===== src/rtl/fxo_pkg.sv =====
package fxo_pkg;

    typedef enum logic [1:0] {
        OPSZ_HALF   = 2'd0,
        OPSZ_WORD   = 2'd1,
        OPSZ_DOUBLE = 2'd2,
        OPSZ_RSVD   = 2'd3
    } opsz_e;

    typedef enum logic [1:0] {
        SGN_ZERO = 2'b00,
        SGN_NEG  = 2'b01,
        SGN_POS  = 2'b10
    } sgn_e;

    typedef struct packed {
        logic c1;
        logic c2;
        logic c3;
        logic c4;
    } cc_t;

    typedef struct packed {
        logic wb;
        cc_t  cc;
        logic trap;
    } verdict_t;

    localparam logic [7:0] FXO_TRAP_VECTOR = 8'h43;

    function automatic sgn_e sgn_code(input logic is_zero, input logic is_neg);
        if (is_zero)     return SGN_ZERO;
        else if (is_neg) return SGN_NEG;
        else             return SGN_POS;
    endfunction

endpackage


===== src/rtl/fxo_size_sense.sv =====
module fxo_size_sense
    import fxo_pkg::*;
#(
    parameter int HALF_W = 16,
    parameter int WORD_W = 32,
    parameter int DBL_W  = 64
) (
    input  logic [DBL_W-1:0] result,
    input  opsz_e            size,
    output sgn_e             code
);
    localparam int NLANE = 3;

    function automatic int lane_width(input int idx);
        case (idx)
            0:       return HALF_W;
            1:       return WORD_W;
            default: return DBL_W;
        endcase
    endfunction

    logic [NLANE-1:0] lane_zero;
    logic [NLANE-1:0] lane_neg;

    for (genvar g = 0; g < NLANE; g++) begin : g_lane
        localparam int LW = lane_width(g);
        assign lane_zero[g] = (result[LW-1:0] == '0);
        assign lane_neg[g]  = result[LW-1];
    end

    always_comb begin
        unique case (size)
            OPSZ_HALF: code = sgn_code(lane_zero[0], lane_neg[0]);
            OPSZ_WORD: code = sgn_code(lane_zero[1], lane_neg[1]);
            default:   code = sgn_code(lane_zero[2], lane_neg[2]);
        endcase
    end
endmodule


===== src/rtl/fxo_cc_merge.sv =====
module fxo_cc_merge
    import fxo_pkg::*;
(
    input  logic     ovf,
    input  logic     div,
    input  logic     ldabs,
    input  logic     mask,
    input  cc_t      prev_cc,
    input  cc_t      alu_cc,
    input  sgn_e     code,
    output verdict_t verdict
);
    always_comb begin
        verdict = '0;
        if (!ovf) begin
            verdict.wb   = 1'b1;
            verdict.cc   = alu_cc;
            verdict.trap = 1'b0;
        end else if (div) begin
            verdict.wb    = 1'b0;
            verdict.cc    = prev_cc;
            verdict.cc.c2 = 1'b1;
            verdict.trap  = mask;
        end else begin
            verdict.wb    = 1'b1;
            verdict.cc.c1 = ldabs ? prev_cc.c1 : 1'b0;
            verdict.cc.c2 = 1'b1;
            {verdict.cc.c3, verdict.cc.c4} = code;
            verdict.trap  = mask;
        end
    end
endmodule


===== src/rtl/fxo_trap_unit.sv =====
module fxo_trap_unit
    import fxo_pkg::*;
#(
    parameter int HALF_W   = 16,
    parameter int WORD_W   = 32,
    parameter int DBL_W    = 64,
    parameter int PSW_W    = 32,
    parameter int MASK_BIT = 11
) (
    input  logic             clk,
    input  logic             rst,
    input  logic             in_valid,
    input  logic [DBL_W-1:0] in_result,
    input  logic [1:0]       in_size,
    input  logic             in_ovf,
    input  logic             in_div,
    input  logic             in_ldabs,
    input  logic [3:0]       in_prev_cc,
    input  logic [3:0]       in_alu_cc,
    input  logic [PSW_W-1:0] in_psw,
    output logic             out_valid,
    output logic             out_wb,
    output logic [3:0]       out_cc,
    output logic             out_trap,
    output logic [7:0]       out_trap_vec
);
    // PSW bits are numbered from the MSB as bit 0
    localparam int MASK_IDX = PSW_W - 1 - MASK_BIT;

    sgn_e     code;
    verdict_t verdict;

    fxo_size_sense #(
        .HALF_W (HALF_W),
        .WORD_W (WORD_W),
        .DBL_W  (DBL_W)
    ) u_sense (
        .result (in_result),
        .size   (opsz_e'(in_size)),
        .code   (code)
    );

    fxo_cc_merge u_merge (
        .ovf     (in_ovf),
        .div     (in_div),
        .ldabs   (in_ldabs),
        .mask    (in_psw[MASK_IDX]),
        .prev_cc (cc_t'(in_prev_cc)),
        .alu_cc  (cc_t'(in_alu_cc)),
        .code    (code),
        .verdict (verdict)
    );

    always_ff @(posedge clk) begin
        if (rst) begin
            out_valid <= 1'b0;
            out_wb    <= 1'b0;
            out_trap  <= 1'b0;
            out_cc    <= '0;
        end else begin
            out_valid <= in_valid;
            out_wb    <= in_valid & verdict.wb;
            out_trap  <= in_valid & verdict.trap;
            if (in_valid) out_cc <= verdict.cc;
        end
    end

    assign out_trap_vec = FXO_TRAP_VECTOR;

    a_r2_no_overflow: assert property (@(posedge clk) disable iff (rst)
        $past(!rst && in_valid && !in_ovf) |-> (out_wb && !out_trap && out_cc == $past(in_alu_cc)));

    a_r3_cc2_set: assert property (@(posedge clk) disable iff (rst)
        $past(!rst && in_valid && in_ovf && !in_div) |-> (out_wb && out_cc[2]));

    a_r6_div_abort: assert property (@(posedge clk) disable iff (rst)
        $past(!rst && in_valid && in_ovf && in_div) |->
            (!out_wb && out_cc == ($past(in_prev_cc) | 4'b0100)));

    a_r4_code_legal: assert property (@(posedge clk) disable iff (rst)
        $past(!rst && in_valid && in_ovf && !in_div) |-> (out_cc[1:0] != 2'b11));

    a_r8_trap_cause: assert property (@(posedge clk) disable iff (rst)
        out_trap |-> $past(in_valid && in_ovf && in_psw[MASK_IDX]));

    a_r9_idle: assert property (@(posedge clk) disable iff (rst)
        $past(!rst && !in_valid) |-> (!out_valid && !out_wb && !out_trap));
endmodule


===== config.mk =====
export PLATFORM = sky130hd
export DESIGN_NAME = fxo_trap_unit
export DESIGN_NICKNAME = d
export VERILOG_FILES = /design/src/rtl/fxo_pkg.sv /design/src/rtl/fxo_size_sense.sv /design/src/rtl/fxo_cc_merge.sv /design/src/rtl/fxo_trap_unit.sv
export SDC_FILE = /design/constraint.sdc
export NUM_CORES = 1
export LEC_CHECK = 0
export ABC_AREA = 1
export BUFFER_PORTS_ARGS = -buffer_cell sky130_fd_sc_hd__buf_2
export CORE_AREA = 2 2 53 55
export DETAILED_ROUTE_END_ITERATION = 10
export DIE_AREA = 0 0 55 57
export HOLD_SLACK_MARGIN = 0.12
export PLACE_DENSITY = 0.81
export SLEW_MARGIN = 15
export SYNTH_ARGS = -nofsm -noshare
export SYNTH_HDL_FRONTEND = slang
export SYNTH_SLANG_ARGS = --single-unit

===== constraint.sdc =====
create_clock -name clk -period 2.15 [get_ports clk]
set_input_delay 0.43 -clock clk [delete_from_list [all_inputs] [get_ports clk]]
set_output_delay 0.43 -clock clk [all_outputs]
set_load 0.02 [all_outputs]

==> results of run 1 <==
[registers in the layout (all words and copies together) (netlist names)]
| name | flops |
|---|---|
| out_cc | 4 |
| out_trap | 1 |
| out_wb | 1 |
| out_valid | 1 |
[power groups by stage]
stage	sequential (mW)	combinational, mW	clock (mW)
floorplan	0.154	0.0621	0
global route	0.141	0.168	0.134
detailed placement	0.143	0.147	0
global placement	0.143	0.146	0
finish	0.140	0.146	0.119
CTS	0.141	0.148	0.124
[stage by stage]
| step | hold WS [ns] | std cells |
|---|---|---|
| 2_1_floorplan | 0.5139 | 127 |
| 3_3_place_gp | 0.4876 | 236 |
| 3_5_place_dp | 0.5056 | 236 |
| 4_1_cts | 0.3514 | 240 |
| 5_1_grt | 0.3532 | 240 |
| 6_report | 0.3556 | 240 |
[final cells by class]
type	instances	area [um2]	share of cell area, %
Clock buffer	4	26.28	2.408
Timing Repair Buffer	86	430.4	39.45
Tap cell	31	38.79	3.555
Multi-Input combinational cell	106	432.9	39.68
Inverter	6	22.52	2.064
Sequential cell	7	140.1	12.84
[logic make-up (layout without fill, tap and decap cells)]
| kind of cell | count (synthesis) | after routing | share of synthesized area, % |
|---|---|---|---|
| AND/OR/NAND/NOR | 83 | 83 | 51.19 |
| buffers and inverters | 14 | 96 | 13.04 |
| AO/OA/AOI/OAI | 15 | 15 | 12.45 |
| flip-flops | 7 | 7 | 22.13 |
| other | 2 | 8 | 1.186 |
[how the worst max path moves through the flow]
| stage | slack, ns | from | end |
|---|---|---|---|
| floorplan | 0.95 | in_result[15] | out_cc[1]$_SDFFE_PP0P_ |
| global placement | 0.74 | in_result[15] | out_cc[1]$_SDFFE_PP0P_ |
| detailed placement | 0.73 | in_result[15] | out_cc[1]$_SDFFE_PP0P_ |
| CTS | 0.97 | out_cc[1]$_SDFFE_PP0P_ | out_cc[1] |
| global route | 0.87 | in_result[15] | out_cc[1]$_SDFFE_PP0P_ |
| finish | 0.99 | out_cc[1]$_SDFFE_PP0P_ | out_cc[1] |
[cells in the final DEF, fill, tap and decap left out]
cell / instances
buf_2: 86
nor2_1: 49
nand2_1: 28
a21oi_1: 8
conb_1: 8
dfxtp_1: 7
inv_1: 6
o21ai_0: 5
clkbuf_4: 3
nor3_1: 2
nor2_2: 2
nand3b_1: 1
o211ai_1: 1
nand3_1: 1
a31oi_1: 1
clkbuf_1: 1
[metal layers]
layer / share of wire, % / vias to the layer above / GRT usage, %
li1: - / 538 / -
met3: 16 / 6 / 5.236
met2: 47 / 63 / 21.43
met1: 34 / 374 / 11.51
met4: 2.4 / 0 / 5.226
met5: 0 / - / 0
==> summary.txt, run 1 <==
Pwr
  • Logic pwr share: 36.0%
  • Register share of total power: 34.6%
  • PwrDens: 371.9 mW/mm2
  • Leak Pwr: 0.6111 nW
  • Clock Power Share: 29.4%
  • Peak supply drop: 378.5 uV
  • Pint: 0.2835 mW
  • Switching share of power: 30.14%
  • Power Total: 0.4057 mW
  • NetSw: 0.1223 mW

Timing
  • Final Hold Vio Count: 0
  • Unrepaired setup endpoints after global routing: no
  • Final setup violation count: 0
  • Highest Clock Rate: 858.7 MHz
  • Setup ws final: 0.9854 ns
  • Post-Route Setup TNS: 0 ns
  • Worst Skew: 0 ns
  • Min Clock Period, post-route: 1.165 ns
  • Max-slew violations: 0
  • Period Utilization, post-route: 54.17%

Worst setup path
  • CP Class: reg2out
  • CP endpoint kind: primary output
  • CP required: 1.72 ns
  • Buffers & Inverters on Critical Path: 1
  • R2R Path Start: out_cc[0]$_SDFFE_PP0P_
  • Stages on the worst setup path: 1
  • RR Endpoint: out_cc[0]$_SDFFE_PP0P_
  • CP Cell Sequence: buf_2
  • Slowest stage delay, CP: 0.32 ns
  • CP max-delay cell: dfxtp_1
  • Critical path's top delay family: flip-flops
  • Crit path DAT: 0.73 ns
  • R2R setup slack: 1.53 ns
  • R2r worst-path depth: 2
  • Critical Path Start Type: flip-flop
  • Critical path fanouts, max: 2

Synthesis
  • Synth area leaders: nor2_1, dfxtp_1, nand2_1
  • Most instantiated library cell after synthesis: nor2_1
  • Register area share after synthesis: 22.13%
  • YS warnings: 0
  • Post-synth EDFFs: 0
  • Leading area contributor after synthesis: nor2_1
  • Syn Area/Cell: 5.232 um2
  • Synth cell count leaders: nor2_1, nand2_1, a21oi_1, buf_4, dfxtp_1
  • Synth unique cells: 14
  • Asr flop ratio synth: 0%
  • Synth Register Bits: 7
  • Top FF cell, synth: dfxtp_1
  • Yosys top cell area share: 29.05%
  • Mapped Cells: 121
  • Cell Area, Synth: 633.1 um2

Route
  • Starting DRC count in detailed routing: 6
  • Pre-Repair DR Iteration Count: 4
  • Vias: 981
  • Drc violations: 0
  • Antenna-violating nets left: 0
  • DR WL/cell: 7.533 um
  • Vias/cell: 4.088
  • Final WL: 1.808 mm

Die
  • # IOs: 127
  • Die H: 57 um
  • Core Rows: 19
  • Chip width: 55 um
  • Area of the core: 0.002615 mm2
  • Die footprint: 0.003135 mm2
  • Starting Density: 24.21%

Clocking
  • CTS tree: built
  • Max clock buf depth: 2
  • Resized Gates After CTS: 0
  • CTS Sinks: 7
  • Worst-Skew Late Latency: 0.25 ns
  • Post-CTS Setup Repair Bufs: 0
  • H-tree depth: 1
  • Root Buffer: clkbuf_4
  • TritonCTS Buffers: 3
  • CTS clk-pin slew, worst paths: 0.05 ns
  • Hold Buf Count CTS: 0

Global routing
  • Largest net degree at the start of global routing: 6
  • Vias in the first global route: 842
  • Remaining global-route overflow: 0
  • First-pass GRT wire length: 2.849 mm
  • Total GRT Usage: 12.03%
  • Initial antenna violation count: 0

Finish
  • Final core utilization: 41.72%
  • Area Growth Syn to Fin: 72.33%
  • Layout cells sized above 1: 43.54%
  • Inserted Diodes: 0
  • Final instance area: 0.001091 mm2
  • # fillers: 317
  • Fin nets: 322

Outcome
  • Status: finished clean

Worst hold path
  • Worst hold path type: in2reg
  • Worst Hold End: out_valid$_SDFF_PP0_
  • Hold Startpoint: rst
  • Hold Crit Depth: 2

Place
  • Area post-placement: 0.001065 mm2
  • Placer Congestion: 0.7593
  • I/O Buffers: 86
  • DP Worst Slack: 0.7260 ns
  • Post-DP HPWL: 1.654 mm

Flow run
  • MaxCap Viol Count: 0
No activity file was read; power rests on OpenSTA's default activity.
==> run 2: changes to the inputs <==
--- a/config.mk
+++ b/config.mk
@@ -5,13 +5,13 @@
 export SDC_FILE = /design/constraint.sdc
 export NUM_CORES = 1
 export LEC_CHECK = 0
-export ABC_AREA = 1
+export ABC_AREA = 0
 export BUFFER_PORTS_ARGS = -buffer_cell sky130_fd_sc_hd__buf_2
-export CORE_AREA = 2 2 53 55
+export CORE_AREA = 2 2 56 58
 export DETAILED_ROUTE_END_ITERATION = 10
-export DIE_AREA = 0 0 55 57
+export DIE_AREA = 0 0 58 60
 export HOLD_SLACK_MARGIN = 0.12
-export PLACE_DENSITY = 0.81
+export PLACE_DENSITY = 0.73
 export SLEW_MARGIN = 15
 export SYNTH_ARGS = -nofsm -noshare
 export SYNTH_HDL_FRONTEND = slang
==> constraint.sdc (replaced) <==
create_clock -name clk -period 1 [get_ports clk]
set_input_delay 0.2 -clock clk [delete_from_list [all_inputs] [get_ports clk]]
set_output_delay 0.2 -clock clk [all_outputs]
set_load 0.02 [all_outputs]
==> run 2 against run 1 <==
- the flow now finishes with violations (negative setup slack)
- wire length grew 22%
- combinational power rose to 2.6 times the previous value
- largest power group unchanged
- critical path depth rose by 5
==> summary.txt, run 2 <==
Timing
  • Final setup violation count: 2 (was 0)
  • Period Utilization, post-route: 106.8%
  • Worst Skew: 0 ns (unchanged)
  • Unrepaired setup endpoints after global routing: yes (was no)
  • Setup ws final: -0.06767 ns (was 0.9854 ns)
  • Final Hold Vio Count: 0 (unchanged)
  • Max-slew violations: 0 (unchanged)
  • Highest Clock Rate: 936.6 MHz
  • Min Clock Period, post-route: 1.068 ns
  • Post-Route Setup TNS: -0.07852 ns (was 0 ns)

Die
  • Area of the core: 0.002903 mm2 (was 0.002615 mm2)
  • Die footprint: 0.003480 mm2 (was 0.003135 mm2)
  • Die H: 60 um (was 57 um)
  • # IOs: 127 (unchanged)
  • Chip width: 58 um (was 55 um)
  • Starting Density: 19.22% (was 24.21%)
  • Core Rows: 20 (was 19)

Clocking
  • Hold Buf Count CTS: 0 (unchanged)
  • CTS tree: built (unchanged)
  • Worst-Skew Late Latency: 0.25 ns (about the same)
  • Post-CTS Setup Repair Bufs: 0 (unchanged)
  • Max clock buf depth: 2 (unchanged)
  • Root Buffer: clkbuf_4 (unchanged)
  • CTS Sinks: 7 (unchanged)
  • CTS clk-pin slew, worst paths: 0.06 ns (was 0.05 ns)
  • TritonCTS Buffers: 3 (unchanged)
  • H-tree depth: 1 (unchanged)

Pwr
  • PwrDens: 799.5 mW/mm2 (was 371.9 mW/mm2)
  • Leak Pwr: 0.6046 nW (was 0.6111 nW)
  • Peak supply drop: 594.1 uV (was 378.5 uV)

Global routing
  • First-pass GRT wire length: 3.456 mm (was 2.849 mm)
  • Vias in the first global route: 875 (was 842)
  • Initial antenna violation count: 0 (unchanged)
  • Remaining global-route overflow: 0 (unchanged)
  • Total GRT Usage: 12.79% (was 12.03%)
  • Largest net degree at the start of global routing: 9 (was 6)

Synthesis
  • Synth unique cells: 28 (was 14)
  • Synth Register Bits: 7 (unchanged)
  • Most instantiated library cell after synthesis: nor4_1 (was nor2_1)
  • Synth area leaders: dfxtp_1, nor4_1, buf_4 (was nor2_1, dfxtp_1, nand2_1)
  • Compound-Gate Fraction of Synth Area: 17.94% (was 12.45%)
  • Largest family of logic cells by synthesized area: simple AND/OR/NAND/NOR gates (unchanged)
  • XOR/XNOR Fraction of Synth Area: 0% (unchanged)
  • Asr flop ratio synth: 0% (unchanged)
  • Cell Area, Synth: 558.0 um2 (was 633.1 um2)
  • Register area share after synthesis: 25.11% (was 22.13%)
  • Multiplexer share of the synthesized area: 3.812% (was 0%)
  • Yosys top cell area share: 25.11% (was 29.05%)
  • Synth cell count leaders: nor4_1, buf_4, dfxtp_1 (was nor2_1, nand2_1, a21oi_1, buf_4, dfxtp_1)
  • YS warnings: 0 (unchanged)
  • Adder-cell area share of the yosys netlist: 0% (unchanged)
  • Syn Area/Cell: 7.860 um2 (was 5.232 um2)
  • Leading area contributor after synthesis: dfxtp_1 (was nor2_1)
  • Post-synth EDFFs: 0 (unchanged)
  • Top FF cell, synth: dfxtp_1 (unchanged)
  • Mapped Cells: 71 (was 121)
  • Post-Synth Simple-Gate Area: 38.12% (was 51.19%)

Route
  • Drc violations: 0 (unchanged)
  • Antenna-violating nets left: 0 (unchanged)
  • Vias: 908 (was 981)
  • Vias/cell: 4.495 (was 4.088)
  • Pre-Repair DR Iteration Count: 4 (unchanged)
  • DR WL/cell: 10.91 um (was 7.533 um)
  • Starting DRC count in detailed routing: 8 (was 6)
  • Final WL: 2.203 mm (was 1.808 mm)

Place
  • Post-DP HPWL: 2.004 mm (was 1.654 mm)
  • Area post-placement: 0.001106 mm2 (was 0.001065 mm2)
  • I/O Buffers: 86 (unchanged)
  • Placed Cells: 198 (was 236)
  • Placer Congestion: 0.7522 (was 0.7593)

Outcome
  • Status: complete, but fails checks (was finished clean)
  • Violations in the final reports: negative setup slack

Worst hold path
  • Worst hold path type: in2reg (unchanged)
  • Hold Crit Depth: 2 (unchanged)

Worst setup path
  • Critical Path Start Type: input port (was flip-flop)
  • CP Class: in2reg (was reg2out)
  • CP required: 1.14 ns (was 1.72 ns)
  • CP endpoint kind: flip-flop (was primary output)
  • Critical path fanouts, max: 2 (unchanged)
  • R2r worst-path depth: 3 (was 2)
  • Crit path DAT: 1.21 ns (was 0.73 ns)

Finish
  • Commonest non-fill, non-tap cells in the layout: buf_2, nor4_1, buf_4, conb_1, dfxtp_1 (was buf_2, nor2_1, nand2_1, a21oi_1, conb_1)
  • Final instance area: 0.001184 mm2 (was 0.001091 mm2)
  • Fin nets: 282 (was 322)
  • Non-Filler Instances: 202 (was 240)
  • Inserted Diodes: 0 (unchanged)
  • Max reg flops: 4 (unchanged)
  • Area Growth Syn to Fin: 112.1% (was 72.33%)
  • Reg with most FFs: out_cc (unchanged)
  • Layout cells sized above 1: 64.50% (was 43.54%)
  • Most common cell after layout, fill and taps aside: buf_2 (unchanged)

Flow run
  • MaxCap Viol Count: 0 (unchanged)
==> run 2: worst paths after layout <==
| check | start | endpoint | slack, ns |
|---|---|---|---|
| setup / recovery | in_result[1] | out_cc[1]$_SDFFE_PP0P_ | -0.07 |
| hold / removal | in_psw[20] | out_trap$_SDFF_PP0_ | 0.19 |
| setup reg to reg | out_cc[1]$_SDFFE_PP0P_ | out_cc[1]$_SDFFE_PP0P_ | 0.01 |
| hold reg to reg | out_cc[0]$_SDFFE_PP0P_ | out_cc[0]$_SDFFE_PP0P_ | 0.47 |
==> run 2: final cells by class <==
cell class,count,area (um2)
Clock buffer,4,26.28
Timing Repair Buffer,97,541.8
Multi-Input combinational cell,58,421.7
Inverter,3,11.26
Sequential cell,7,141.4
Tap cell,33,41.29
Fill cell,312,1719
==> run 2: cells by family (layout without fill, tap and decap cells) <==
family	after synthesis	count (layout)
other	2	8
AOI/OAI and AO/OA	13	13
and+or+nand+nor	35	35
DFF	7	7
buffers and inverters	12	104
muxes	2	2
==> run 2: per-stage QoR <==
| stage | setup slack (ns) | total power, mW | hold slack, ns | utilization (%) |
|---|---|---|---|---|
| CTS | -0.05554 | 0.9609 | 0.1877 | 40.56 |
| floorplan | -0.1427 | 0.4529 | 0.2691 | - |
| finish | -0.06767 | 0.9463 | 0.1899 | 40.78 |
| detailed placement | -0.3680 | 0.6699 | 0.4474 | 38.10 |
| global route | -0.1670 | 1.023 | 0.1996 | 40.78 |
| global placement | -0.3445 | 0.6643 | 0.4378 | 38.10 |
==> run 2: where the power goes <==
group / switching, mW / internal [mW]
combinational: 0.173 / 0.208
clock: 0.106 / 0.152
sequential: 0.00825 / 0.298
total: 0.288 / 0.658
==> run 2: routing by layer <==
layer  vias to the layer above  track usage, %  part of all wire [%]
met5                         -               0                     0
met4                         0           5.316                     0
met3                         0           1.082                    12
met2                        59           24.19                    51
met1                       391           14.68                    37
li1                        458               -                     -
==> run 2: critical path: stages <==
cell     delay [ns]
buf_2          0.11
nor4_4         0.25
nand4_1        0.16
a21oi_1        0.16
o21ai_1        0.08
a211o_1        0.24
==> run 2: what timing repair did <==
action | in CTS | in global routing
setup endpoints to repair | 2 | 2
resized for setup | 9 | 1
pin swaps | 3 | 1
gates cloned | 0 | 0
